==> src/rtl/t1ovh_pkg.sv <==
package t1ovh_pkg;
    localparam int T1_BYTE_W = 8;

    typedef struct packed {
        logic                 valid;
        logic                 fslot;
        logic [T1_BYTE_W-1:0] data;
    } t1_slot_t;
endpackage

==> src/rtl/t1ovh_frame_pos.sv <==
module t1ovh_frame_pos #(
    parameter int D4_FRAMES   = 12,
    parameter int ESF_FRAMES  = 24,
    parameter int FPS_SPACING = 4,
    localparam int FW         = $clog2(ESF_FRAMES + 1)
) (
    input  logic          clk,
    input  logic          rst_n,
    input  logic          slot_stb,
    input  logic          sf_start,
    input  logic          esf_mode,
    output logic [FW-1:0] frame_num,
    output logic          eligible
);
    localparam logic [FW-1:0] D4_LAST  = FW'(D4_FRAMES);
    localparam logic [FW-1:0] ESF_LAST = FW'(ESF_FRAMES);
    localparam logic [FW-1:0] SPACING  = FW'(FPS_SPACING);
    localparam logic [FW-1:0] FIRST    = FW'(1);

    typedef struct packed {
        logic [FW-1:0] frame;
    } pos_t;

    pos_t          st_d, st_q;
    logic [FW-1:0] last_frame;
    logic [FW-1:0] cur_frame;

    always_comb begin
        st_d       = st_q;
        last_frame = esf_mode ? ESF_LAST : D4_LAST;
        if (sf_start || st_q.frame >= last_frame) begin
            cur_frame = FIRST;
        end else begin
            cur_frame = st_q.frame + FIRST;
        end
        if (slot_stb) begin
            st_d.frame = cur_frame;
        end
        frame_num = cur_frame;
        if (esf_mode) begin
            eligible = (cur_frame % SPACING) == '0;
        end else begin
            eligible = cur_frame[0];
        end
    end

    always_ff @(posedge clk or negedge rst_n) begin
        if (!rst_n) begin
            st_q <= '0;
        end else begin
            st_q <= st_d;
        end
    end


    frame_range_chk: assert property (@(posedge clk) disable iff (!rst_n)
        st_q.frame <= ESF_LAST);


    d4_wrap_chk: assert property (@(posedge clk) disable iff (!rst_n)
        (slot_stb && !sf_start && !esf_mode && st_q.frame == D4_LAST) |=> st_q.frame == FIRST);


    sf_restart_chk: assert property (@(posedge clk) disable iff (!rst_n)
        (slot_stb && sf_start) |=> st_q.frame == FIRST);
endmodule

==> src/rtl/t1ovh_fb_corrupt.sv <==
module t1ovh_fb_corrupt #(
    parameter int CONT_PERIOD = 128,
    parameter int BURST_LEN   = 3,
    localparam int CW         = $clog2(CONT_PERIOD),
    localparam int BW         = $clog2(BURST_LEN + 1)
) (
    input  logic clk,
    input  logic rst_n,
    input  logic slot_stb,
    input  logic eligible,
    input  logic cont_en,
    input  logic burst_req,
    output logic flip
);
    localparam logic [CW-1:0] CNT_LAST   = CW'(CONT_PERIOD - 1);
    localparam logic [BW-1:0] BURST_INIT = BW'(BURST_LEN);

    typedef struct packed {
        logic [CW-1:0] cnt;
        logic [BW-1:0] left;
        logic          cont_prev;
        logic          burst_prev;
    } cor_t;

    cor_t          st_d, st_q;
    logic          cont_rise, burst_rise;
    logic [CW-1:0] cnt_eff;
    logic [BW-1:0] left_eff;

    always_comb begin
        st_d            = st_q;
        cont_rise       = cont_en && !st_q.cont_prev;
        burst_rise      = burst_req && !st_q.burst_prev;
        cnt_eff         = cont_rise ? '0 : st_q.cnt;
        left_eff        = burst_rise ? BURST_INIT : st_q.left;
        st_d.cont_prev  = cont_en;
        st_d.burst_prev = burst_req;
        st_d.cnt        = cnt_eff;
        st_d.left       = left_eff;
        flip            = 1'b0;
        if (slot_stb && eligible) begin
            if (cont_en) begin
                if (cnt_eff == '0) begin
                    flip = 1'b1;
                end
                st_d.cnt = (cnt_eff == CNT_LAST) ? '0 : cnt_eff + 1'b1;
            end
            if (left_eff != '0) begin
                flip      = 1'b1;
                st_d.left = left_eff - 1'b1;
            end
        end
    end

    always_ff @(posedge clk or negedge rst_n) begin
        if (!rst_n) begin
            st_q <= '0;
        end else begin
            st_q <= st_d;
        end
    end


    burst_bound_chk: assert property (@(posedge clk) disable iff (!rst_n)
        st_q.left <= BURST_INIT);


    burst_hold_chk: assert property (@(posedge clk) disable iff (!rst_n)
        (!(slot_stb && eligible) && !(burst_req && !st_q.burst_prev)) |=> $stable(st_q.left));


    cont_hold_chk: assert property (@(posedge clk) disable iff (!rst_n)
        (!(slot_stb && eligible) && !(cont_en && !st_q.cont_prev)) |=> $stable(st_q.cnt));
endmodule

==> src/rtl/t1ovh_chan_mod.sv <==
module t1ovh_chan_mod
    import t1ovh_pkg::*;
#(
    parameter int YEL_BIT = 2,
    parameter int ZS_BIT  = 7
) (
    input  logic [T1_BYTE_W-1:0] byte_in,
    input  logic                 yel_clear,
    input  logic                 zs_en,
    output logic [T1_BYTE_W-1:0] byte_out
);
    localparam int YEL_IDX = T1_BYTE_W - YEL_BIT;
    localparam int ZS_IDX  = T1_BYTE_W - ZS_BIT;

    always_comb begin
        byte_out = byte_in;
        if (yel_clear) begin
            byte_out[YEL_IDX] = 1'b0;
        end
        if (zs_en && byte_out == '0) begin
            byte_out[ZS_IDX] = 1'b1;
        end
    end
endmodule

==> src/rtl/t1_ovh_injector.sv <==
module t1_ovh_injector
    import t1ovh_pkg::*;
#(
    parameter int D4_FRAMES   = 12,
    parameter int ESF_FRAMES  = 24,
    parameter int FPS_SPACING = 4,
    parameter int CONT_PERIOD = 128,
    parameter int BURST_LEN   = 3,
    parameter int YEL_FRAME   = 12,
    parameter int YEL_BIT     = 2,
    parameter int ZS_BIT      = 7
) (
    input  logic                 clk,
    input  logic                 rst_n,
    input  logic                 in_valid,
    input  logic                 in_fslot,
    input  logic                 in_sf_start,
    input  logic [T1_BYTE_W-1:0] in_data,
    input  logic                 esf_mode,
    input  logic                 cont_corrupt_en,
    input  logic                 burst_corrupt_req,
    input  logic                 yel_alarm_on,
    input  logic                 yel_s_bit_sel,
    input  logic                 zero_sup_en,
    output logic                 out_valid,
    output logic                 out_fslot,
    output logic [T1_BYTE_W-1:0] out_data
);
    localparam int FW                = $clog2(ESF_FRAMES + 1);
    localparam logic [FW-1:0] YEL_FN = FW'(YEL_FRAME);
    localparam int YEL_IDX           = T1_BYTE_W - YEL_BIT;

    t1_slot_t             out_d, out_q;
    logic                 slot_stb;
    logic [FW-1:0]        frame_num;
    logic                 eligible;
    logic                 flip;
    logic                 s_bit_force;
    logic [T1_BYTE_W-1:0] chan_byte;

    assign slot_stb = in_valid && in_fslot;

    t1ovh_frame_pos #(
        .D4_FRAMES  (D4_FRAMES),
        .ESF_FRAMES (ESF_FRAMES),
        .FPS_SPACING(FPS_SPACING)
    ) i_pos (
        .clk      (clk),
        .rst_n    (rst_n),
        .slot_stb (slot_stb),
        .sf_start (in_sf_start),
        .esf_mode (esf_mode),
        .frame_num(frame_num),
        .eligible (eligible)
    );

    t1ovh_fb_corrupt #(
        .CONT_PERIOD(CONT_PERIOD),
        .BURST_LEN  (BURST_LEN)
    ) i_cor (
        .clk      (clk),
        .rst_n    (rst_n),
        .slot_stb (slot_stb),
        .eligible (eligible),
        .cont_en  (cont_corrupt_en),
        .burst_req(burst_corrupt_req),
        .flip     (flip)
    );

    t1ovh_chan_mod #(
        .YEL_BIT(YEL_BIT),
        .ZS_BIT (ZS_BIT)
    ) i_chan (
        .byte_in  (in_data),
        .yel_clear(yel_alarm_on && !yel_s_bit_sel && !esf_mode),
        .zs_en    (zero_sup_en),
        .byte_out (chan_byte)
    );

    always_comb begin
        out_d       = '0;
        s_bit_force = yel_alarm_on && yel_s_bit_sel && !esf_mode && frame_num == YEL_FN;
        if (in_valid) begin
            out_d.valid = 1'b1;
            out_d.fslot = in_fslot;
            if (in_fslot) begin
                out_d.data    = in_data;
                out_d.data[0] = (in_data[0] ^ flip) | s_bit_force;
            end else begin
                out_d.data = chan_byte;
            end
        end
    end

    always_ff @(posedge clk or negedge rst_n) begin
        if (!rst_n) begin
            out_q <= '0;
        end else begin
            out_q <= out_d;
        end
    end

    assign out_valid = out_q.valid;
    assign out_fslot = out_q.fslot;
    assign out_data  = out_q.data;


    valid_follow_chk: assert property (@(posedge clk) disable iff (!rst_n)
        in_valid |=> out_valid);


    idle_zero_chk: assert property (@(posedge clk) disable iff (!rst_n)
        !in_valid |=> (!out_valid && out_data == '0));


    zero_sup_chk: assert property (@(posedge clk) disable iff (!rst_n)
        (in_valid && !in_fslot && zero_sup_en) |=> out_data != '0);


    yel_bit2_chk: assert property (@(posedge clk) disable iff (!rst_n)
        (in_valid && !in_fslot && yel_alarm_on && !yel_s_bit_sel && !esf_mode && !zero_sup_en)
        |=> !out_data[YEL_IDX]);


    s_bit_chk: assert property (@(posedge clk) disable iff (!rst_n)
        (slot_stb && s_bit_force) |=> out_data[0]);
endmodule

==> config.mk <==
export PLATFORM = sky130hd
export DESIGN_NAME = t1_ovh_injector
export DESIGN_NICKNAME = d
export VERILOG_FILES = /design/src/rtl/t1ovh_pkg.sv /design/src/rtl/t1ovh_frame_pos.sv /design/src/rtl/t1ovh_fb_corrupt.sv /design/src/rtl/t1ovh_chan_mod.sv /design/src/rtl/t1_ovh_injector.sv
export SDC_FILE = /design/constraint.sdc
export NUM_CORES = 1
export LEC_CHECK = 0
export CORE_MARGIN = 2
export CORE_UTILIZATION = 55
export CTS_CLUSTER_DIAMETER = 120
export CTS_CLUSTER_SIZE = 10
export DETAILED_ROUTE_END_ITERATION = 7
export GPL_ROUTABILITY_DRIVEN = 0
export GPL_TIMING_DRIVEN = 0
export PLACE_DENSITY_LB_ADDON = 0.08
export SLEW_MARGIN = 20
export SYNTH_ARGS = -nofsm -noshare
export SYNTH_HDL_FRONTEND = slang
export SYNTH_HIERARCHICAL = 1
export SYNTH_SLANG_ARGS = --single-unit
==> constraint.sdc <==
create_clock -name clk -period 5.8 [get_ports clk]
set_clock_uncertainty 0.05 [all_clocks]
set_input_delay 0.58 -clock clk [delete_from_list [all_inputs] [get_ports clk]]
set_output_delay 0.58 -clock clk [all_outputs]
set_load 0.005 [all_outputs]
; Yosys cells after proc, flatten, opt, wreduce, memory -nomap -nowiden
; Cells that the tools add are included.
[totals]
reg_bits = 26
inputBits = 19
output_inout_bits = 10
word_cells = 52
[op_classes]
add_sub_neg = 3
magnitude_cmp = 1
n_eq_ne = 2
muxes = 17
n_bitwise = 2
reduce_logical = 19
[op_table]
columns = op, count
row1 = $mux W7, 4
row2 = $logic_and A1 B1 Y1, 10
row3 = $mux W10, 1
row4 = $mux W5, 2
row5 = $mux W9, 1
row6 = $logic_not A8 Y1, 1
row7 = $add A7 B1 Y7 const B, 1
row8 = $eq A7 B7 Y1 const B, 1
row9 = $logic_not A7 Y1, 1
row10 = $mux W1, 7
row11 = $add A5 B1 Y5 const B, 1
row12 = $eq A5 B4 Y1 const B, 1
row13 = $ge A5 B5 Y1, 1
row14 = $logic_not A5 Y1, 1
row15 = $logic_not A1 Y1, 4
row16 = $mux W2, 2
row17 = $reduce_bool A2 Y1, 1
row18 = $sub A2 B1 Y2 const B, 1
row19 = $logic_or A1 B1 Y1, 1
row20 = $or A1 B1 Y1, 1
row21 = $xor A1 B1 Y1, 1

; Logic depth before layout (Yosys ltp)
; Gate-level depths: netlist of the first run.
[logic_depth]
ltp_word = 12
ltp_mapped = 9
ltp_nobuf = 9

; By module
; Netlist of the first run, hierarchy kept.
[by_module_without_submodules]
columns = mod, instances, cells_per_inst, area_each_um2, seq_area_each_um2
row1 = t1ovh_fb_corrupt, 1, 55, 535.5, 275.3
row2 = t1ovh_frame_pos, 1, 47, 441.7, 125.1
row3 = t1_ovh_injector, 1, 33, 435.4, 250.2
row4 = t1ovh_chan_mod, 1, 11, 83.8, 0.0

; Worst setup path before layout of the first run
; No wires, ideal clock.
[synth_timing]
path_type = input to register
start = input port esf_mode
end = register i_cor/st_q[10] (netlist bit)
setup_ps = 120
arrival_ps = 2116
t_required_ps = 5630
path_slack_ps = 3514
path_stages = 9
path_buffers = 0
cell_sequence = inv_1 ha_1 a21boi_2 o211ai_2 mux2i_1 nand3_1 nor2_2 a31oi_1 a41o_1
[synth_rtl]
columns = item, line
row1 = "start, declared", t1_ovh_injector.sv:19  ; input logic esf_mode,
row2 = "end signal, assigned", t1ovh_fb_corrupt.sv:59  ; st_q <= st_d;
row3 = "end, declared", t1ovh_fb_corrupt.sv:25  ; cor_t st_d, st_q;

==> results of run 1 <==
[area by class of cell]
class / count / area (um^2) / area share [%]
Tap cell: 30 / 37.5 / 2.03
Inverter: 11 / 41.3 / 2.23
Clock inverter: 1 / 30.0 / 1.62
Sequential cell: 26 / 651 / 35.1
Multi-Input combinational cell: 101 / 747 / 40.3
Buffer: 8 / 57.6 / 3.11
Clock buffer: 3 / 22.5 / 1.22
Timing Repair Buffer: 27 / 265 / 14.3
[power by group through the flow]
stage               Combinational, mW  Clock, mW  Sequential, mW
finish                          0.175      0.125           0.230
global route                    0.194      0.134           0.233
CTS                             0.177      0.128           0.229
detailed placement              0.175          0           0.232
floorplan                       0.127          0           0.227
global placement                0.168          0           0.231
[cells by family after synthesis]
family | count (synthesis) | share of synthesized area, %
AND/OR/NAND/NOR | 57 | 21.4
adder cells (fa/ha/maj) | 5 | 4.18
multiplexers | 11 | 7.36
buffers and inverters | 19 | 6.61
XOR/XNOR | 7 | 4.10
AO/OA/AOI/OAI | 21 | 12.9
flip-flops | 26 | 43.5
[per-layer routing]
| metal | part of all wire (%) | vias to the layer above |
|---|---|---|
| met3 | 4.3 | 2 |
| met4 | 0.28 | 0 |
| met1 | 45 | 565 |
| met5 | 0 | - |
| met2 | 51 | 28 |
| li1 | - | 566 |
[cells in the final DEF, fill, tap and decap left out, types with 2 or more instances in the layout]
| master | instances |
|---|---|
| ha_1 | 5 |
| and3_1 | 4 |
| inv_1 | 11 |
| nand2_1 | 15 |
| xnor2_1 | 6 |
| o2111ai_1 | 2 |
| o22ai_1 | 2 |
| nor2b_1 | 9 |
| nand3_1 | 2 |
| nor2_2 | 2 |
| nor2_1 | 8 |
| a31oi_1 | 3 |
| dfrtp_1 | 26 |
| buf_2 | 2 |
| clkdlybuf4s50_1 | 26 |
| buf_4 | 7 |
| clkbuf_4 | 3 |
| nand2b_1 | 2 |
| mux2i_1 | 11 |
| nand4_1 | 3 |
[registers in the layout (all words and copies together) (netlist names)]
register    cells
i_cor/st_q     11
i_pos/st_q      5
out_data        8
out_fslot       1
out_valid       1
[worst min path at each step]
stage | from | endpoint | slack (ns)
finish | rst_n | i_pos/st_q[2]$_DFFE_PN0P_ | 0.18
global placement | i_cor/st_q[0]$_DFF_PN0_ | i_cor/st_q[3]$_DFF_PN0_ | 0.45
global route | rst_n | out_valid$_DFF_PN0_ | 0.21
detailed placement | i_cor/st_q[6]$_DFF_PN0_ | i_cor/st_q[6]$_DFF_PN0_ | 0.45
CTS | rst_n | i_pos/st_q[1]$_DFFE_PN0P_ | 0.20
floorplan | rst_n | i_cor/st_q[0]$_DFF_PN0_ | 0.23
[critical path: stages]
cell and delay [ns]:
clkdlybuf4s50_1 0.57, inv_1 0.09, ha_1 0.31, a21boi_2 0.28
o211ai_2 0.16, mux2i_1 0.25, nand2_1 0.19, a31oi_1 0.26
xnor2_1 0.15, a31oi_1 0.09
[stage by stage]
step	setup slack [ns]	hold slack (ns)	instance area (um^2)	power, mW	util (%)
floorplan	3.51	0.234	1500	0.355	-
global placement	2.75	0.446	1800	0.399	71.5
detailed placement	2.70	0.455	1800	0.408	71.3
CTS	3.07	0.196	1850	0.534	73.4
global route	2.86	0.209	1850	0.562	73.4
finish	3.04	0.182	1850	0.530	73.4
==> reports/metrics.csv, run 1 <==
stage,metric,value,unit
critical_path,path_max_fanout,5,
critical_path,rr_endpoint,out_data[0]$_DFF_PN0_,
yosys,synth_seq_cells,26,
drt,first_pass_iters,4,
clock_tree,holdBufCountCts,0,
global_routing,use_met3,4.88,%
drt,wl_per_cell,13.9,um
clock_tree,htree_levels,1,
outcome,run_status,completed,
place,port_buffers,27,
global_routing,grtUsageTotal,19.8,%
critical_path,worstSetupStartpoint,esf_mode,
clock_tree,cts_tree,built,
floorplanning,die_y,56.2,um
sta,period_share,47.6,%
floorplanning,num_io_pins,29,
yosys,synth_area_leaders,"dfrtp_1 (43%), mux2i_1 (7.4%), ha_1 (4.2%)",
cells_and_area,final_cells,207,
power_and_ir_drop,net-switching-power,171,uW
yosys,synth_edf_count,0,
power_and_ir_drop,switching_share,32.3,%
cells_and_area,drive_gt1_share,14.1,%
yosys,avgSynthCellArea,10.2,um^2
global_routing,antenna_found_initial,0,
drt,drtIter0Drc,50,
critical_path,cp-endpoint,out_data[0]$_DFF_PN0_,
yosys,synth.top_cell.area_share,43.5,%
sta,final_hold_viol_count,0,
min_path,holdCritPathClass,in -> async,
global_routing,grt-busiest-layer,met2,
critical_path,critPathRequiredTime,5.97,ns
floorplanning,core.rowCount,18,
clock_tree,clock-root-buffer,clkbuf_4,
sta,timing.slew.headroom,60.9,%
global_routing,grt_pass1_wl,5000,um
sta,finalSetupTns,0,ns
yosys,synth_area_leader_cell,dfrtp_1,
clock_tree,cts_buffers,3,
sta,fmax,0.362,GHz
yosys,syn_nets,170,
global_routing,grt_overflow,0,
yosys,synth_common_cells,"dfrtp_1 (26), nand2_1 (15), inv_1 (11), mux2i_1 (11), nor2b_1 (9)",
floorplanning,die_w,56.2,um
run,max_cap_violations,0,
power_and_ir_drop,power_frac_comb,33.1,%
yosys,postSynthCellCount,146,
critical_path,r2r_slack,3.38,ns
sta,maxSlewViolCount,0,
critical_path,cp-end-kind,flip-flop,
sta,min_period,2.76,ns
power_and_ir_drop,ir_worst_vdd,0.000223,V
critical_path,worstRegToRegCells,9,
clock_tree,cts_resized,0,
drt,drc,0,
place,dp_hpwl,2120,um
critical_path,start_kind,input port,
clock_tree,cts.path.max_buffers,2,
power_and_ir_drop,powerDensity,286,nW/um^2
yosys,async_flop_share,100,%
critical_path,critPathKind,in -> reg,
clock_tree,cts_sinks,26,
power_and_ir_drop,p_seq_share,43.3,%
floorplanning,coreArea,2520,um^2
critical_path,cp.arrival,2.93,ns
cells_and_area,nets,202,
global_routing,grt_max_degree,27,
clock_tree,path_clk_slew,0.14,ns
drt,via_count,1161,
yosys,ys_seq_area_share,43.5,%
yosys,yosysUniqueCellTypes,45,
yosys,synth_area,1500,um^2
power_and_ir_drop,p_int,359,uW
cells_and_area,antennaDiodeCount,0,
cells_and_area,nFillCells,206,
yosys,yosysMostFrequentCell,dfrtp_1,
clock_tree,clock_latency,0.32,ns
drt,antenna_left,0,
drt,vias_per_cell,5.61,
sta,setup_viol,0,
global_routing,grt_pass1_vias,1195,
global_routing,grtUsageMet2,36.0,%
critical_path,timing.rr.start,i_pos/st_q[2]$_DFFE_PN0P_,
power_and_ir_drop,clockPowerShare,23.6,%
global_routing,met1_usage,24.4,%
cells_and_area,syn2layout_area_growth,23.7,%
yosys,dominantRegCellSynth,dfrtp_1,
power_and_ir_drop,p_leak,0.848,nW
drt,postRouteWirelength,2870,um
clock_tree,cts_setup_buffers,0,
sta,rsz0062_at_grt,no,
place,placed_cells,203,
floorplanning,dieArea,3150,um^2
sta,tightest_slew,0.587,ns
yosys,ys_warn_count,6,
floorplanning,initial_core_util,59.3,%
No activity file was read; power rests on OpenSTA's default activity.
==> run 2, diff against run 1 <==
--- a/config.mk
+++ b/config.mk
@@ -6,7 +6,7 @@
 export NUM_CORES = 1
 export LEC_CHECK = 0
 export CORE_MARGIN = 2
-export CORE_UTILIZATION = 55
+export CORE_UTILIZATION = 46
 export CTS_CLUSTER_DIAMETER = 120
 export CTS_CLUSTER_SIZE = 10
 export DETAILED_ROUTE_END_ITERATION = 7
==> constraint.sdc (replaced) <==
create_clock -name clk -period 2.51 [get_ports clk]
set_clock_uncertainty 0.05 [all_clocks]
set_input_delay 0.251 -clock clk [delete_from_list [all_inputs] [get_ports clk]]
set_output_delay 0.251 -clock clk [all_outputs]
set_load 0.005 [all_outputs]
==> reports/metrics.csv, run 2 (synthesis gave the netlist of run 1 again) <==
stage,metric,value,unit
drt,drtIter0Drc,37,
drt,first_pass_iters,4,
place,port_buffers,27,
power_and_ir_drop,ir_worst_vdd,0.000392,V
critical_path,path_max_fanout,5,
clock_tree,cts_tree,built,
sta,hold_slack,0.160,ns
critical_path,crit_chain,inv_1 > ha_1 > a21boi_4 > o211ai_2 > mux2i_2 > nand3_1 > nor2_4 > a31oi_1 > a41o_1,
outcome,run_status,completed,
floorplanning,initial_core_util,48.6,%
critical_path,rr_endpoint,i_cor/st_q[10]$_DFF_PN0_,
critical_path,critPathRequiredTime,2.69,ns
clock_tree,htree_levels,1,
cells_and_area,nets,203,
run,max_cap_violations,0,
global_routing,grt_pass1_wl,4840,um
sta,period_share,93.9,%
critical_path,crit_path_max_incr_delay,0.46,ns
floorplanning,die_y,61.0,um
clock_tree,path_clk_slew,0.14,ns
sta,final_hold_viol_count,0,
clock_tree,cts_buffers,3,
critical_path,r2r_slack,0.15,ns
global_routing,grt_max_degree,27,
min_path,holdCritPathClass,in -> reg,
critical_path,worstSetupStartpoint,i_pos/st_q[2]$_DFFE_PN0P_,
clock_tree,clock-root-buffer,clkbuf_4,
drt,via_count,1155,
critical_path,critPathKind,reg -> reg,
cells_and_area,syn2layout_area_growth,26.9,%
sta,setup_slack,0.152,ns
sta,min_period,2.36,ns
place,dp_hpwl,2170,um
floorplanning,dieArea,3730,um^2
clock_tree,clock_latency,0.32,ns
drt,postRouteWirelength,2820,um
global_routing,grt_overflow,0,
power_and_ir_drop,powerDensity,652,nW/um^2
global_routing,antenna_found_initial,0,
floorplanning,num_io_pins,29,
clock_tree,cts_setup_buffers,0,
floorplanning,core.rowCount,20,
critical_path,cp-endpoint,i_cor/st_q[10]$_DFF_PN0_,
sta,fmax,0.424,GHz
drt,wl_per_cell,12.7,um
place,placed_cells,217,
drt,drc,0,
floorplanning,die_w,61.0,um
cells_and_area,regMostFlops,i_cor/st_q,
critical_path,cp_slowest_cell,dfrtp_2,
power_and_ir_drop,p_leak,0.860,nW
cells_and_area,largest_reg_flops,11,
sta,setup_viol,0,
clock_tree,cts.path.max_buffers,2,
sta,tightest_slew,0.569,ns
sta,timing.slew.headroom,62.1,%
cells_and_area,final_cell_mix,"dfrtp_1 (25), clkdlybuf4s50_1 (25), nand2_1 (15)",
critical_path,timing.rr.start,i_pos/st_q[2]$_DFFE_PN0P_,
drt,vias_per_cell,5.20,
cells_and_area,drive_gt1_share,15.2,%
floorplanning,coreArea,3080,um^2
sta,maxSlewViolCount,0,
place,pre_cts_ws,-0.297,ns
critical_path,worstRegToRegCells,9,
cells_and_area,final_util,61.7,%
critical_path,cp.arrival,2.54,ns
drt,antenna_left,0,
global_routing,grt_pass1_vias,1101,
critical_path,cp-end-kind,flip-flop,
critical_path,start_kind,flip-flop,
global_routing,grtUsageTotal,17.5,%
sta,rsz0062_at_grt,no,
clock_tree,cts_sinks,26,
cells_and_area,antennaDiodeCount,0,
cells_and_area,final_cells,222,
==> run 2: cell count changes in the layout (fill, tap and decap cells not counted), sizes merged <==
cell / previous run / this run
dlygate4sd3: 0 / 1
dlymetal6s2s: 0 / 1
clkdlybuf4s50: 26 / 25
==> run 2: layer usage <==
layer	vias up	GRT usage [%]	wire [um]	share of wire, %
met5	-	0	0	0
met4	0	4.35	19	0.67
li1	566	-	-	-
met1	568	21.3	1200	43
met3	2	6.09	147	5.2
met2	19	29.6	1450	51
==> run 2: what timing repair did <==
| action | in CTS | in global routing |
|---|---|---|
| setup endpoints to repair | 0 | 5 |
| resized for setup | 0 | 5 |
| hold endpoints to repair | 26 | 0 |
| hold buffers | 1 | 0 |
==> run 2: worst min-delay path by stage <==
stage	from	endpoint	slack (ns)	cells after the start
floorplan	rst_n	i_cor/st_q[0]$_DFF_PN0_	-0.09	0
global placement	i_cor/st_q[0]$_DFF_PN0_	i_cor/st_q[3]$_DFF_PN0_	0.45	2
detailed placement	rst_n	i_pos/st_q[2]$_DFFE_PN0P_	0.24	1
CTS	in_fslot	out_data[0]$_DFF_PN0_	0.15	2
global route	in_fslot	out_data[0]$_DFF_PN0_	0.16	2
finish	in_fslot	out_data[0]$_DFF_PN0_	0.16	2
==> run 2: cell type report <==
cell class / instances / area, um^2
fillers: 270 / 1180
plain buffers: 8 / 57.6
repair buffers: 28 / 278
multi-input cells: 101 / 763
flip-flops and latches: 26 / 652
well taps: 44 / 55.1
clock inverters: 1 / 30.0
inverters: 11 / 41.3
clock buffers: 3 / 22.5
==> run 2: critical path, delay by kind of cell, from the launching register on <==
family                     cells  cell delay (ns)
buffers and inverters          1             0.12
and+or+nand+nor                2             0.36
DFF                            1             0.46
adders and majority gates      1             0.28
muxes                          1             0.27
AOI/OAI and AO/OA              4             0.71
==> run 2: metrics by stage <==
stage	TNS, ns	cell area (um^2)	power, mW
after CTS	0	1880	1.23
after global routing	0	1900	1.32
after global placement	-1.10	1820	0.925
final	0	1900	1.24
after detailed placement	-1.44	1820	0.943
after floorplan	0	1500	0.820
==> run 2: power by group <==
| group | leakage [nW] | switching [mW] | internal, mW | total (mW) |
|---|---|---|---|---|
| clock network | 0.0279 | 0.123 | 0.161 | 0.285 |
| registers | 0.327 | 0.0580 | 0.475 | 0.533 |
| logic | 0.506 | 0.215 | 0.206 | 0.421 |
==> run 3, diff against run 2 <==
--- a/config.mk
+++ b/config.mk
@@ -10,7 +10,6 @@
 export CTS_CLUSTER_DIAMETER = 120
 export CTS_CLUSTER_SIZE = 10
 export DETAILED_ROUTE_END_ITERATION = 7
-export GPL_ROUTABILITY_DRIVEN = 0
 export GPL_TIMING_DRIVEN = 0
 export PLACE_DENSITY_LB_ADDON = 0.08
 export SLEW_MARGIN = 20
==> constraint.sdc (replaced) <==
create_clock -name clk -period 2.15 [get_ports clk]
set_clock_uncertainty 0.05 [all_clocks]
set_input_delay 0.215 -clock clk [delete_from_list [all_inputs] [get_ports clk]]
set_output_delay 0.215 -clock clk [all_outputs]
set_load 0.005 [all_outputs]
==> reports/metrics.csv, run 3 (synthesis gave the netlist of run 1 again) <==
stage,metric,value,unit
sta,period_share,96.5,%
critical_path,rr_endpoint,i_cor/st_q[6]$_DFF_PN0_,
place,placed_cell_area,1820,um^2
cells_and_area,regMostFlops,i_cor/st_q,
clock_tree,htree_levels,1,
min_path,worstHoldStart,in_fslot,
outcome,run_status,completed,
sta,final_hold_viol_count,0,
sta,hold_slack,0.126,ns
drt,wl_per_cell,12.8,um
sta,finalSetupTns,0,ns
sta,rsz0062_at_grt,yes,
critical_path,r2r_slack,0.08,ns
floorplanning,die_w,61.0,um
cells_and_area,design_area,2020,um^2
place,port_buffers,27,
drt,vias_per_cell,5.17,
drt,drtIter0Drc,27,
floorplanning,num_io_pins,29,
global_routing,grt_pass1_wl,4960,um
min_path,whs_endpoint,out_data[0]$_DFF_PN0_,
critical_path,start_kind,flip-flop,
cells_and_area,drive_gt1_share,22.2,%
cells_and_area,nets,210,
clock_tree,cts_buffers,3,
global_routing,antenna_found_initial,0,
clock_tree,path_clk_slew,0.14,ns
critical_path,critPathKind,reg -> reg,
cells_and_area,largest_reg_flops,11,
cells_and_area,antennaDiodeCount,0,
critical_path,critPathRequiredTime,2.32,ns
critical_path,path_max_fanout,4,
clock_tree,cts_sinks,26,
power_and_ir_drop,p_leak,0.896,nW
critical_path,timing.rr.start,i_pos/st_q[4]$_DFFE_PN0P_,
floorplanning,core.rowCount,20,
drt,drc,0,
clock_tree,cts.path.max_buffers,2,
cells_and_area,syn2layout_area_growth,34.7,%
floorplanning,die_y,61.0,um
cells_and_area,nFillCells,262,
sta,min_period,2.07,ns
critical_path,cp-end-kind,flip-flop,
power_and_ir_drop,ir_worst_vdd,0.000460,V
drt,via_count,1183,
sta,tightest_slew,0.571,ns
place,gp_congestion,0.830,
sta,setup_viol,0,
floorplanning,dieArea,3730,um^2
cells_and_area,final_cells,229,
cells_and_area,final_cell_mix,"dfrtp_1 (25), clkdlybuf4s50_1 (25), buf_4 (14), nand2_1 (14)",
critical_path,cp.arrival,2.24,ns
place,placed_cells,217,
global_routing,grtUsageTotal,18.0,%
sta,timing.slew.headroom,62.0,%
place,dp_hpwl,2170,um
sta,fmax,0.482,GHz
run,max_cap_violations,0,
drt,antenna_left,0,
min_path,hold-path-cell-count,2,
clock_tree,cts_tree,built,
min_path,holdCritPathClass,in -> reg,
floorplanning,coreArea,3080,um^2
critical_path,worstRegToRegCells,8,
sta,maxSlewViolCount,0,
global_routing,grt_max_degree,27,
clock_tree,clock_latency,0.31,ns
power_and_ir_drop,powerDensity,778,nW/um^2
global_routing,grt_overflow,0,
global_routing,grt_pass1_vias,1118,
drt,first_pass_iters,4,
floorplanning,initial_core_util,48.6,%
drt,postRouteWirelength,2920,um
clock_tree,clock-root-buffer,clkbuf_4,
[run 3: worst max path at each step]
stage,from,to,cells after the start
after floorplan,i_pos/st_q[2]$_DFFE_PN0P_,i_cor/st_q[10]$_DFF_PN0_,9
after global placement,esf_mode,out_data[0]$_DFF_PN0_,10
after detailed placement,esf_mode,i_cor/st_q[10]$_DFF_PN0_,10
after CTS,i_pos/st_q[2]$_DFFE_PN0P_,i_cor/st_q[10]$_DFF_PN0_,9
after global routing,i_pos/st_q[4]$_DFFE_PN0P_,i_cor/st_q[6]$_DFF_PN0_,8
final,i_pos/st_q[4]$_DFFE_PN0P_,i_cor/st_q[6]$_DFF_PN0_,8
[run 3: timing repair]
item | 4_1_cts | 5_1_grt
hold buffers | 1 | 0
setup buffers | 2 | 5
endpoints found under the setup margin | 9 | 7
hold endpoints to repair | 26 | 0
resized for setup | 9 | 6
pin swaps | 2 | 4
[run 3: cell type report]
| class | count | area, um^2 | share of cell area, % |
|---|---|---|---|
| sequential | 26 | 652 | 32.3 |
| buffer | 8 | 57.6 | 2.86 |
| timing repair buffer | 35 | 327 | 16.2 |
| clock inverter | 1 | 30.0 | 1.49 |
| tap | 44 | 55.1 | 2.73 |
| multi-input combinational | 101 | 831 | 41.2 |
| inverter | 11 | 41.3 | 2.05 |
| clock buffer | 3 | 22.5 | 1.12 |
[run 3: critical path, cell delays in order, from the launching register on]
cell,delay (ns)
dfrtp_1,0.44
ha_4,0.29
nand2_4,0.07
o211ai_4,0.24
mux2i_4,0.30
and3_1,0.20
and3_1,0.20
nand2_1,0.07
mux2i_1,0.12
[run 3: through the flow]
stage               utilization, %  total power [mW]  worst slack (ns)
global route                  65.5              1.67           -0.0325
detailed placement            59.0              1.10            -0.621
global placement              59.2              1.08            -0.587
floorplan                        -             0.957            0.0238
CTS                           63.0              1.51           0.00258
finish                        65.5              1.57            0.0762
[run 3: power breakdown]
group	switching, mW	leakage, nW	internal (mW)
Combinational	0.304	0.541	0.318
Clock	0.143	0.0279	0.188
Sequential	0.0598	0.328	0.554
Total	0.508	0.896	1.06
[run 3: metal layers]
metal	global-route usage [%]	wire length [um]
met2	30.2	1480
met4	4.35	19
met3	6.09	166
met5	0	0
met1	22.3	1260
